$ cat src/rtl/eephy_pkg.sv
package eephy_pkg;
  localparam logic [1:0] REG_CTRL = 2'd0;
  localparam logic [1:0] REG_ADDR = 2'd1;
  localparam logic [1:0] REG_DLO  = 2'd2;
  localparam logic [1:0] REG_DHI  = 2'd3;

  localparam int C_RD  = 1;
  localparam int C_WR  = 2;
  localparam int C_PHY = 3;
  localparam int C_WEN = 4;
  localparam int C_RLD = 5;

  localparam int FRAME_W       = 64;
  localparam int CNT_W         = 7;
  localparam int MDIO_BITS     = 64;
  localparam int MDIO_RD_DRIVE = 46;
  localparam int EE_BITS       = 25;

  typedef enum logic [1:0] {ST_IDLE, ST_XFER, ST_FIN} seq_state_e;

  typedef struct packed {
    logic [FRAME_W-1:0] bits;
    logic [CNT_W-1:0]   nbits;
    logic [CNT_W-1:0]   ndrive;
  } frame_t;

  function automatic frame_t mdio_frame(input logic rd, input logic [4:0] phy,
                                        input logic [4:0] regad, input logic [15:0] wd);
    frame_t f;
    f.bits   = {32'hFFFF_FFFF, 2'b01, (rd ? 2'b10 : 2'b01), phy, regad,
                (rd ? 2'b11 : 2'b10), (rd ? 16'hFFFF : wd)};
    f.nbits  = CNT_W'(MDIO_BITS);
    f.ndrive = rd ? CNT_W'(MDIO_RD_DRIVE) : CNT_W'(MDIO_BITS);
    return f;
  endfunction

  function automatic frame_t ee_frame(input logic rd, input logic [5:0] wad,
                                      input logic [15:0] wd);
    frame_t f;
    f.bits   = {1'b1, (rd ? 2'b10 : 2'b01), wad, (rd ? 16'h0000 : wd),
                {(FRAME_W-EE_BITS){1'b0}}};
    f.nbits  = CNT_W'(EE_BITS);
    f.ndrive = CNT_W'(EE_BITS);
    return f;
  endfunction
endpackage

$ cat src/rtl/eephy_regs.sv
module eephy_regs
  import eephy_pkg::*;
(
  input  logic        clk,
  input  logic        rst,
  input  logic        hst_we,
  input  logic [1:0]  hst_addr,
  input  logic [7:0]  hst_wdata,
  output logic [7:0]  hst_rdata,
  input  logic        busy,
  input  logic        res_valid,
  input  logic [15:0] res_data,
  output logic        tgt_phy,
  output logic        ee_wen,
  output logic [7:0]  addr_q,
  output logic [15:0] data_q,
  output logic        rd_edge,
  output logic        wr_edge,
  output logic        rld_edge
);
  logic rd_q, wr_q, rld_q;
  logic rd_p, wr_p, rld_p;
  logic [7:0] dlo_q, dhi_q;

  always_ff @(posedge clk) begin
    if (rst) begin
      rd_q <= 1'b0; wr_q <= 1'b0; rld_q <= 1'b0;
      rd_p <= 1'b0; wr_p <= 1'b0; rld_p <= 1'b0;
      tgt_phy <= 1'b0; ee_wen <= 1'b0;
      addr_q <= '0; dlo_q <= '0; dhi_q <= '0;
      hst_rdata <= '0;
    end else begin
      rd_p  <= rd_q;
      wr_p  <= wr_q;
      rld_p <= rld_q;
      if (hst_we) begin
        case (hst_addr)
          REG_CTRL: begin
            rd_q    <= hst_wdata[C_RD];
            wr_q    <= hst_wdata[C_WR];
            tgt_phy <= hst_wdata[C_PHY];
            ee_wen  <= hst_wdata[C_WEN];
            rld_q   <= hst_wdata[C_RLD];
          end
          REG_ADDR: addr_q <= hst_wdata;
          REG_DLO:  dlo_q  <= hst_wdata;
          default:  dhi_q  <= hst_wdata;
        endcase
      end
      if (res_valid) begin
        dlo_q <= res_data[7:0];
        dhi_q <= res_data[15:8];
      end
      case (hst_addr)
        REG_CTRL: hst_rdata <= {2'b00, rld_q, ee_wen, tgt_phy, wr_q, rd_q, busy};
        REG_ADDR: hst_rdata <= addr_q;
        REG_DLO:  hst_rdata <= dlo_q;
        default:  hst_rdata <= dhi_q;
      endcase
    end
  end

  assign data_q   = {dhi_q, dlo_q};
  assign rd_edge  = rd_q  & ~rd_p;
  assign wr_edge  = wr_q  & ~wr_p;
  assign rld_edge = rld_q & ~rld_p;

  // a finished read lands in the byte registers one edge later
  a_r10_result_landed: assert property (@(posedge clk) disable iff (rst)
    res_valid |=> (data_q == $past(res_data)));
  // busy is still up while the result is being written
  a_r10_busy_holds: assert property (@(posedge clk) disable iff (rst)
    res_valid |-> busy);
  // an EEPROM write without the enable never raises busy
  a_r9_unarmed_write: assert property (@(posedge clk) disable iff (rst)
    (wr_edge && !rd_edge && !rld_edge && !busy && !tgt_phy && !ee_wen) |=> !busy);
endmodule

$ cat src/rtl/eephy_shifter.sv
module eephy_shifter
  import eephy_pkg::*;
#(
  parameter int CLK_DIV = 4,
  localparam int DW = (CLK_DIV > 1) ? $clog2(CLK_DIV) : 1
) (
  input  logic             clk,
  input  logic             rst,
  input  logic             start,
  input  frame_t           frame,
  input  logic             sin,
  output logic             active,
  output logic             sclk,
  output logic             sout,
  output logic             soe,
  output logic             done,
  output logic [15:0]      capt,
  output logic [CNT_W-1:0] bit_idx
);
  logic [FRAME_W-1:0] shreg;
  logic [CNT_W-1:0]   nbits, ndrive;
  logic [DW-1:0]      div_q;

  always_ff @(posedge clk) begin
    if (rst) begin
      active <= 1'b0; sclk <= 1'b0; sout <= 1'b0; soe <= 1'b0; done <= 1'b0;
      capt <= '0; bit_idx <= '0; shreg <= '0; nbits <= '0; ndrive <= '0; div_q <= '0;
    end else begin
      done <= 1'b0;
      if (start) begin
        active  <= 1'b1;
        shreg   <= frame.bits;
        nbits   <= frame.nbits;
        ndrive  <= frame.ndrive;
        bit_idx <= '0;
        div_q   <= '0;
        sclk    <= 1'b0;
        sout    <= frame.bits[FRAME_W-1];
        soe     <= (frame.ndrive != '0);
      end else if (active) begin
        if (div_q == DW'(CLK_DIV-1)) begin
          div_q <= '0;
          if (!sclk) begin
            sclk <= 1'b1;
            capt <= {capt[14:0], sin};
          end else begin
            sclk <= 1'b0;
            if (bit_idx == nbits - CNT_W'(1)) begin
              active <= 1'b0;
              done   <= 1'b1;
              sout   <= 1'b0;
              soe    <= 1'b0;
            end else begin
              bit_idx <= bit_idx + CNT_W'(1);
              shreg   <= shreg << 1;
              sout    <= shreg[FRAME_W-2];
              soe     <= (bit_idx + CNT_W'(1)) < ndrive;
            end
          end
        end else begin
          div_q <= div_q + DW'(1);
        end
      end
    end
  end

  // data out holds for the whole high phase
  a_r13_hold_high: assert property (@(posedge clk) disable iff (rst)
    (sclk && $past(sclk)) |-> ($stable(sout) && $stable(soe)));
  // the sequencer only launches a frame into an idle engine
  a_r2_start_idle: assert property (@(posedge clk) disable iff (rst)
    start |-> !active);
endmodule

$ cat src/rtl/eephy_seq.sv
module eephy_seq
  import eephy_pkg::*;
#(
  parameter int RELOAD_WORDS = 4,
  localparam int IDX_W = (RELOAD_WORDS > 1) ? $clog2(RELOAD_WORDS) : 1
) (
  input  logic             clk,
  input  logic             rst,
  input  logic             rd_edge,
  input  logic             wr_edge,
  input  logic             rld_edge,
  input  logic             tgt_phy,
  input  logic             ee_wen,
  input  logic [4:0]       phy_addr,
  input  logic [5:0]       word_addr,
  input  logic [15:0]      wdata,
  input  logic             sh_done,
  input  logic [15:0]      sh_capt,
  output logic             sh_start,
  output frame_t           sh_frame,
  output logic             tgt_q,
  output logic             op_rd_q,
  output logic             busy,
  output logic             res_valid,
  output logic [15:0]      res_data,
  output logic             cfg_valid,
  output logic [IDX_W-1:0] cfg_index,
  output logic [15:0]      cfg_word
);
  seq_state_e       state;
  logic             rld_q;
  logic [IDX_W-1:0] word_q;

  always_ff @(posedge clk) begin
    if (rst) begin
      state <= ST_IDLE; rld_q <= 1'b0; word_q <= '0;
      sh_start <= 1'b0; sh_frame <= '0; tgt_q <= 1'b0; op_rd_q <= 1'b0;
      res_valid <= 1'b0; res_data <= '0;
      cfg_valid <= 1'b0; cfg_index <= '0; cfg_word <= '0;
    end else begin
      sh_start  <= 1'b0;
      res_valid <= 1'b0;
      cfg_valid <= 1'b0;
      case (state)
        ST_IDLE: begin
          if (rd_edge) begin
            tgt_q <= tgt_phy; op_rd_q <= 1'b1; rld_q <= 1'b0;
            sh_frame <= tgt_phy ? mdio_frame(1'b1, phy_addr, word_addr[4:0], wdata)
                                : ee_frame(1'b1, word_addr, wdata);
            sh_start <= 1'b1;
            state <= ST_XFER;
          end else if (wr_edge && (tgt_phy || ee_wen)) begin
            tgt_q <= tgt_phy; op_rd_q <= 1'b0; rld_q <= 1'b0;
            sh_frame <= tgt_phy ? mdio_frame(1'b0, phy_addr, word_addr[4:0], wdata)
                                : ee_frame(1'b0, word_addr, wdata);
            sh_start <= 1'b1;
            state <= ST_XFER;
          end else if (rld_edge) begin
            tgt_q <= 1'b0; op_rd_q <= 1'b1; rld_q <= 1'b1; word_q <= '0;
            sh_frame <= ee_frame(1'b1, 6'd0, 16'h0000);
            sh_start <= 1'b1;
            state <= ST_XFER;
          end
        end
        ST_XFER: begin
          if (sh_done) begin
            if (rld_q) begin
              cfg_valid <= 1'b1;
              cfg_index <= word_q;
              cfg_word  <= sh_capt;
              if (word_q == IDX_W'(RELOAD_WORDS-1)) begin
                state <= ST_FIN;
              end else begin
                word_q   <= word_q + IDX_W'(1);
                sh_frame <= ee_frame(1'b1, 6'(word_q) + 6'd1, 16'h0000);
                sh_start <= 1'b1;
              end
            end else begin
              if (op_rd_q) begin
                res_valid <= 1'b1;
                res_data  <= sh_capt;
              end
              state <= ST_FIN;
            end
          end
        end
        default: state <= ST_IDLE;
      endcase
    end
  end

  assign busy = (state != ST_IDLE);

  // reload words leave in ascending order
  a_r12_reload_order: assert property (@(posedge clk) disable iff (rst)
    (cfg_valid && $past(cfg_valid, 1) == 1'b0 && busy && cfg_index != '0) |->
      (cfg_index == $past(word_q)));
endmodule

$ cat src/rtl/eephy_window.sv
module eephy_window
  import eephy_pkg::*;
#(
  parameter int CLK_DIV      = 4,
  parameter int RELOAD_WORDS = 4,
  localparam int IDX_W = (RELOAD_WORDS > 1) ? $clog2(RELOAD_WORDS) : 1
) (
  input  logic             clk,
  input  logic             rst,
  input  logic             hst_we,
  input  logic [1:0]       hst_addr,
  input  logic [7:0]       hst_wdata,
  output logic [7:0]       hst_rdata,
  input  logic             phy_internal,
  output logic             mdc,
  output logic             mdio_o,
  output logic             mdio_oe,
  input  logic             mdio_i,
  output logic             ee_cs,
  output logic             ee_sk,
  output logic             ee_di,
  input  logic             ee_do,
  output logic             cfg_valid,
  output logic [IDX_W-1:0] cfg_index,
  output logic [15:0]      cfg_word
);
  logic        busy, res_valid, tgt_phy, ee_wen, rd_edge, wr_edge, rld_edge;
  logic [15:0] res_data, data_q, sh_capt;
  logic [7:0]  addr_q;
  logic        sh_start, sh_done, sh_active, sclk, sout, soe, tgt_q, op_rd_q, sin;
  frame_t      sh_frame;
  logic [CNT_W-1:0] bit_idx;
  logic [4:0]  phy_addr;

  assign phy_addr = {3'b000, (phy_internal ? 2'b01 : addr_q[7:6])};
  assign sin      = tgt_q ? mdio_i : ee_do;

  eephy_regs u_regs (
    .clk(clk), .rst(rst), .hst_we(hst_we), .hst_addr(hst_addr), .hst_wdata(hst_wdata),
    .hst_rdata(hst_rdata), .busy(busy), .res_valid(res_valid), .res_data(res_data),
    .tgt_phy(tgt_phy), .ee_wen(ee_wen), .addr_q(addr_q), .data_q(data_q),
    .rd_edge(rd_edge), .wr_edge(wr_edge), .rld_edge(rld_edge));

  eephy_seq #(.RELOAD_WORDS(RELOAD_WORDS)) u_seq (
    .clk(clk), .rst(rst), .rd_edge(rd_edge), .wr_edge(wr_edge), .rld_edge(rld_edge),
    .tgt_phy(tgt_phy), .ee_wen(ee_wen), .phy_addr(phy_addr), .word_addr(addr_q[5:0]),
    .wdata(data_q), .sh_done(sh_done), .sh_capt(sh_capt), .sh_start(sh_start),
    .sh_frame(sh_frame), .tgt_q(tgt_q), .op_rd_q(op_rd_q), .busy(busy),
    .res_valid(res_valid), .res_data(res_data), .cfg_valid(cfg_valid),
    .cfg_index(cfg_index), .cfg_word(cfg_word));

  eephy_shifter #(.CLK_DIV(CLK_DIV)) u_shift (
    .clk(clk), .rst(rst), .start(sh_start), .frame(sh_frame), .sin(sin),
    .active(sh_active), .sclk(sclk), .sout(sout), .soe(soe), .done(sh_done),
    .capt(sh_capt), .bit_idx(bit_idx));

  assign mdc     = sclk & tgt_q;
  assign mdio_o  = sout & tgt_q;
  assign mdio_oe = soe & tgt_q;
  assign ee_cs   = sh_active & ~tgt_q;
  assign ee_sk   = sclk & ~tgt_q;
  assign ee_di   = sout & ~tgt_q;

  // the two sides never move together
  a_r4_one_side: assert property (@(posedge clk) disable iff (rst)
    !(ee_cs && (mdc || mdio_oe)));
  // pins are quiet whenever no transfer is in flight
  a_r1_quiet_idle: assert property (@(posedge clk) disable iff (rst)
    !busy |-> (!ee_cs && !ee_sk && !mdc && !mdio_oe));
  // line released for turnaround and read data
  a_r5_turnaround_release: assert property (@(posedge clk) disable iff (rst)
    (sh_active && tgt_q && op_rd_q && bit_idx >= CNT_W'(MDIO_RD_DRIVE)) |-> !mdio_oe);
endmodule

$ cat config.mk
export PLATFORM = sky130hd
export DESIGN_NAME = eephy_window
export DESIGN_NICKNAME = d
export VERILOG_FILES = /design/src/rtl/eephy_pkg.sv /design/src/rtl/eephy_regs.sv /design/src/rtl/eephy_shifter.sv /design/src/rtl/eephy_seq.sv /design/src/rtl/eephy_window.sv
export SDC_FILE = /design/constraint.sdc
export NUM_CORES = 1
export LEC_CHECK = 0
export BUFFER_PORTS_ARGS = -buffer_cell sky130_fd_sc_hd__buf_4
export CORE_MARGIN = 4
export CORE_UTILIZATION = 55
export DETAILED_ROUTE_END_ITERATION = 7
export GPL_ROUTABILITY_DRIVEN = 0
export PLACE_DENSITY = 0.75
export SYNTH_ARGS = -nofsm -noshare
export SYNTH_HDL_FRONTEND = slang
export SYNTH_SLANG_ARGS = --single-unit
$ cat constraint.sdc
create_clock -name clk -period 1.76 [get_ports clk]
set_input_delay 0.264 -clock clk [delete_from_list [all_inputs] [get_ports clk]]
set_output_delay 0.264 -clock clk [all_outputs]
set_load 0.02 [all_outputs]
* Word-level counts from Yosys, hierarchy flattened
Index checks and enable logic that the tools add are counted.
Word-level totals: register bits 269, input bits 16, output and inout bits 33, word-level logic and storage cells 184
Operators by class: add/subtract/negate cells 5, order comparisons 1, equal/unequal tests 16, multiplexer cells 71, bitwise gates (word level) 21, reduce and logical (&&, ||, !) cells 33
Operators by type and width (number):
- $mux W78 | 6
- $mux W63 | 5
- $pmux W78 S2 | 1
- $mux W77 | 1
- $mux W76 | 1
- $mux W8 | 6
- $mux W1 | 33
- $mux W2 | 14
- $pmux W8 S3 | 1
- $reduce_and A4 Y1 | 4
- $reduce_bool A2 Y1 | 7
- $not A1 Y1 | 12
- $reduce_and A2 Y1 | 6
- $ne A2 B2 Y1 const B | 5
- $and A1 B1 Y1 | 9
- $reduce_and A3 Y1 | 3
- $pmux W2 S2 | 2
- $add A7 B1 Y7 const B | 1
- $eq A7 B7 Y1 | 1
- $lt A7 B7 Y1 | 1
- $reduce_and A7 Y1 | 1
- $reduce_bool A7 Y1 | 1
- $sub A7 B1 Y7 const B | 1
- $eq A2 B2 Y1 const B | 3
- 16 further kinds | 22

* Logic depth before layout (Yosys ltp)
depth in word-level cells 7, gate-level depth with buffers 8, mapped depth without buffers 8

* Cells and area by module
Synthesis repeated with hierarchy kept, for this count alone.
Second synthesis, totals: cell total of the unflattened synthesis 1134, area total of the unflattened synthesis 10986.8 µm²
By module, submodules not included:
- eephy_shifter | times used 1, cells an instance 548, area an instance 5347.6 µm², seq. area each 2142.1 µm²
- eephy_seq | times used 1, cells an instance 426, area an instance 3905.0 µm², seq. area each 2001.9 µm²
- eephy_regs | times used 1, cells an instance 150, area an instance 1654.1 µm², seq. area each 800.8 µm²
- eephy_window | times used 1, cells an instance 10, area an instance 80.1 µm², seq. area each 0.0 µm²

* Worst setup path before layout
No wires, ideal clock.
path type reg2reg, from reg u_shift.bit_idx[0], to reg u_shift.soe, setup time 0.060 ns, data arrival time 1.858 ns, data required time 1.700 ns, slack -0.158 ns, stages on the path, launching flop included 9, path buffers 0, clock period less this slack 1.918 ns, cells stage by stage dfxtp_1 -> ha_1 -> and3_1 -> nand3_1 -> xnor2_1 -> ha_1 -> a211o_1 -> a21oi_1 -> o2111a_1
Between the ends: cells in the longest elaborated chain, start to end 7, elaborated cells on any way between the ends 8, those cells by class add/sub (1); order compare (1); eq/ne (1); mux (5)
RTL lines:
- start: declaration | line eephy_shifter.sv:18 | output logic [CNT_W-1:0] bit_idx
- start signal: assignment | line eephy_shifter.sv:54 | bit_idx <= bit_idx + CNT_W'(1);
- $add A7 B1 Y7 | line eephy_shifter.sv:57 | soe <= (bit_idx + CNT_W'(1)) < ndrive;
- $lt A7 B7 Y1 | line eephy_shifter.sv:57
- $mux W1 (*) | line eephy_shifter.sv:48 | if (bit_idx == nbits - CNT_W'(1)) begin
- $mux W1 (*) | line eephy_shifter.sv:43 | if (!sclk) begin
- $mux W1 (*) | line eephy_shifter.sv:41 | if (div_q == DW'(CLK_DIV-1)) begin
- $mux W1 (*) | line eephy_shifter.sv:40 | end else if (active) begin
- $mux W1 (*) | line eephy_shifter.sv:30 | if (start) begin
- end signal: assignment | line eephy_shifter.sv:39 | soe <= (frame.ndrive != '0);
- end signal: assignment | line eephy_shifter.sv:57
- end: declaration | line eephy_shifter.sv:15 | output logic soe,
Every way passes the cells marked *; elsewhere a longest branch is shown, timed or not. The select of a mux whose other input is x is not followed. A chain may end at the register's enable or synchronous reset.

* Worst setup path after layout
from reg u_shift.bit_idx[2], to reg u_shift.shreg[11]
Between the ends: cells in the longest elaborated chain, start to end 3
RTL lines:
- $eq A7 B7 Y1 | line eephy_shifter.sv:48
- $ne A2 B2 Y1 (no line)
- $reduce_and A4 Y1 (no line)
- end signal: assignment | line eephy_shifter.sv:32 | shreg <= frame.bits;
- end signal: assignment | line eephy_shifter.sv:55 | shreg <= shreg << 1;
- end: declaration | line eephy_shifter.sv:20 | logic [FRAME_W-1:0] shreg;
Every way passes these cells.

==> flow_metrics.tcl <==
set metrics [dict create \
    cts_hold_buffers 0 \
    synthTopCellsByArea "dfxtp_1, mux2i_1, nand2_1" \
    grt_max_degree 114 \
    final_common_cell "dfxtp_1" \
    crit_type "register to register" \
    irDropWorstVdd_uv 919 \
    rsz0062_at_grt "true" \
    fin_crit_sh 1.11 \
    worstPathMaxFanout 12 \
    multi_input_area_um2 5350 \
    die_x_um 146 \
    yosysTopAreaCell "dfxtp_1" \
    final_cell_mix "dfxtp_1, nand2_1, buf_4" \
    reg2reg_from "u_shift.bit_idx[2]$_SDFFE_PP0P_" \
    crit_path_max_incr_delay_ns 0.57 \
    timing.slew.headroom 0.665 \
    fin_crit_ns 1.96 \
    coreArea_um2 18700 \
    drt_wl_total_um 29400 \
    crit_arrival_ns 2.41 \
    drt_iter0_drc 971 \
    hold_class "input pin to register" \
    fillers 1387 \
    violations "negative setup slack" \
    overflow 0 \
    drc 0 \
    holdPathEnd "u_regs.tgt_phy$_SDFFE_PP0P_" \
    post_drt_wl_per_cell_um 20.5 \
    grt_pass1_vias 8613 \
    drive_gt1_frac 0.210 \
    cp_slowest_cell "or4b_4" \
    synth_ff_type "dfxtp_1" \
    crit_family "simple AND/OR/NAND/NOR gates" \
    ys_seq_elements 235 \
    async_flop_share 0 \
    r2r_end "u_shift.shreg[11]$_SDFFE_PP0P_" \
    worstHoldStart "hst_wdata[3]" \
    setup_viol 61 \
    io_buffers 48 \
    clock_latency_ns 0.52 \
    synth-seq-area-share 0.450 \
    synth.distinct_cells 59 \
    syn_area_um2 10400 \
    pin_count 49 \
    syn_nets 1148 \
    firstDrtPassIters 5 \
    dp_hpwl_um 17400 \
    tns_ns -7.07 \
    leakagePower_nw 4.74 \
    cap_violations 0 \
    cts_made_buffers 25 \
    rr_worst_depth 5 \
    antenna_left 0 \
    r2r_setup_slack_ns -0.20 \
    antenna_found_initial 0 \
    layout_setup_ws_ns -0.196 \
    clock_path_buffers 3 \
    num_antenna_cells 0 \
    seq_area_um2 4720 \
    cts_tree "built" \
    cp_data_required_time_ns 2.21 \
    avgViaCountPerCell 6.28 \
    status "finished with violations" \
    synthCells 1122 \
    crit_chain "or4b_4 -> mux2_4 -> buf_12 -> o211ai_1 -> o311a_1" \
    area_growth_pct 22.0 \
    htree_levels 1 \
    hold_depth 3 \
    critPathCaptureType "register" \
    vias 9014 \
    synth_top_area_share 0.450 \
    worstMarginPinSlew_ns 0.503 \
    synth_edf_count 0 \
    clock_skew_ns 0.0200 \
    report.final.hold_viol_count 0 \
    final_nets 1209 \
    dieArea_um2 21300 \
    initial_core_util 0.559 \
    placedInstanceArea_um2 11400 \
    power.density_nw_per_um2 941 \
    cp-start-kind "register" \
    yosysWarnings 0 \
    core.rowCount 50 \
    synth_area_per_cell_um2 9.31 \
    globalRouteTotalUtil 0.251 \
    fmaxAchievable_mhz 511 \
    cts_root_buf "clkbuf_16" \
    crit_buf_inv 1 \
    die_h_um 146 \
    finalInstanceArea_um2 12700 \
    slew_violations 0 \
    clock-sinks 235 \
    clk_pin_slew_ns 0.06 \
    grt_pass1_wl_um 44600 \
]
-- layout make-up --
class | count | share of cell area
sequential | 235 | 0.370
tap | 234 | 0.0230
multi-input combinational | 755 | 0.420
clock inverter | 10 | 0.0120
timing repair buffer | 139 | 0.111
inverter | 27 | 0.00795
clock buffer | 35 | 0.0559
-- power breakdown --
part	switching [mW]	internal (mW)	total [mW]
logic	0.463	0.393	0.856
registers	0.143	5.49	5.63
clock network	2.11	3.40	5.52
-- worst max-delay path by stage --
stage                                    start  depth (start not counted)                        endpoint
3_5_place_dp   u_shift.bit_idx[1]$_SDFFE_PP0P_                          8        u_shift.soe$_SDFFE_PP0P_
6_report       u_shift.bit_idx[2]$_SDFFE_PP0P_                          5  u_shift.shreg[11]$_SDFFE_PP0P_
5_1_grt        u_shift.bit_idx[2]$_SDFFE_PP0P_                          5  u_shift.shreg[11]$_SDFFE_PP0P_
3_3_place_gp   u_shift.bit_idx[1]$_SDFFE_PP0P_                          8        u_shift.soe$_SDFFE_PP0P_
4_1_cts        u_shift.bit_idx[1]$_SDFFE_PP0P_                          8        u_shift.soe$_SDFFE_PP0P_
2_1_floorplan  u_shift.bit_idx[2]$_SDFFE_PP0P_                          6  u_shift.shreg[59]$_SDFFE_PP0P_
-- kinds of logic after synthesis --
group                    share of synthesized area
adder cells (fa/ha/maj)                     0.0120
AO/OA/AOI/OAI                                0.206
AND/OR/NAND/NOR                              0.136
buffers and inverters                       0.0593
XOR/XNOR                                   0.00587
multiplexers                                 0.131
flip-flops                                   0.450
-- flip-flops by register name, summed over array words and instances (netlist names), 7 cells and up --
register	count
u_regs.addr_q	8
u_regs.dhi_q	8
u_regs.dlo_q	8
u_regs.hst_rdata	8
u_seq.cfg_word	16
u_seq.res_data	16
u_seq.sh_frame	53
u_shift.bit_idx	7
u_shift.capt	16
u_shift.shreg	63
-- what timing repair did --
| item | 4_1_cts | 5_1_grt |
|---|---|---|
| buffers inserted | 2 | 1 |
| pin swaps | 19 | 61 |
| resized for setup | 17 | 34 |
| endpoints found under the setup margin | 61 | 145 |
| gates cloned | 1 | 10 |
-- cell usage after synthesis, drive strengths merged, types with 11 or more instances --
cell type  instances
o311a             55
mux2              21
o21ai             11
buf               25
nand3             18
a221oi            31
inv               27
dfxtp            235
o211ai            61
clkbuf            81
a21oi             98
nor2b             13
mux2i             98
nor2              68
a211oi            12
nand2            165
-- per-layer routing --
layer | track usage | part of all wire
met1 | 0.334 | 0.41
met2 | 0.419 | 0.49
met3 | 0.0352 | 0.068
met4 | 0.0859 | 0.036
met5 | 0 | 0
-- metrics by stage --
step	power, mW	hold slack, ns	setup slack (ns)	instances	utilization
after floorplan	6.25	0.403	-0.151	1122	-
after global placement	6.51	0.443	-0.142	1376	0.609
after detailed placement	6.53	0.450	-0.178	1376	0.609
after CTS	12.0	0.0132	-0.124	1424	0.661
after global routing	12.4	0.0139	-0.214	1435	0.682
final	12.0	0.0298	-0.196	1435	0.682
-- worst register-to-register path, cell delays in order (launching register included) --
cell	delay, ns
dfxtp_2	0.35
or4b_4	0.57
mux2_4	0.38
buf_12	0.18
o211ai_1	0.22
o311a_1	0.21
Power figures use the tool's default switching activity.
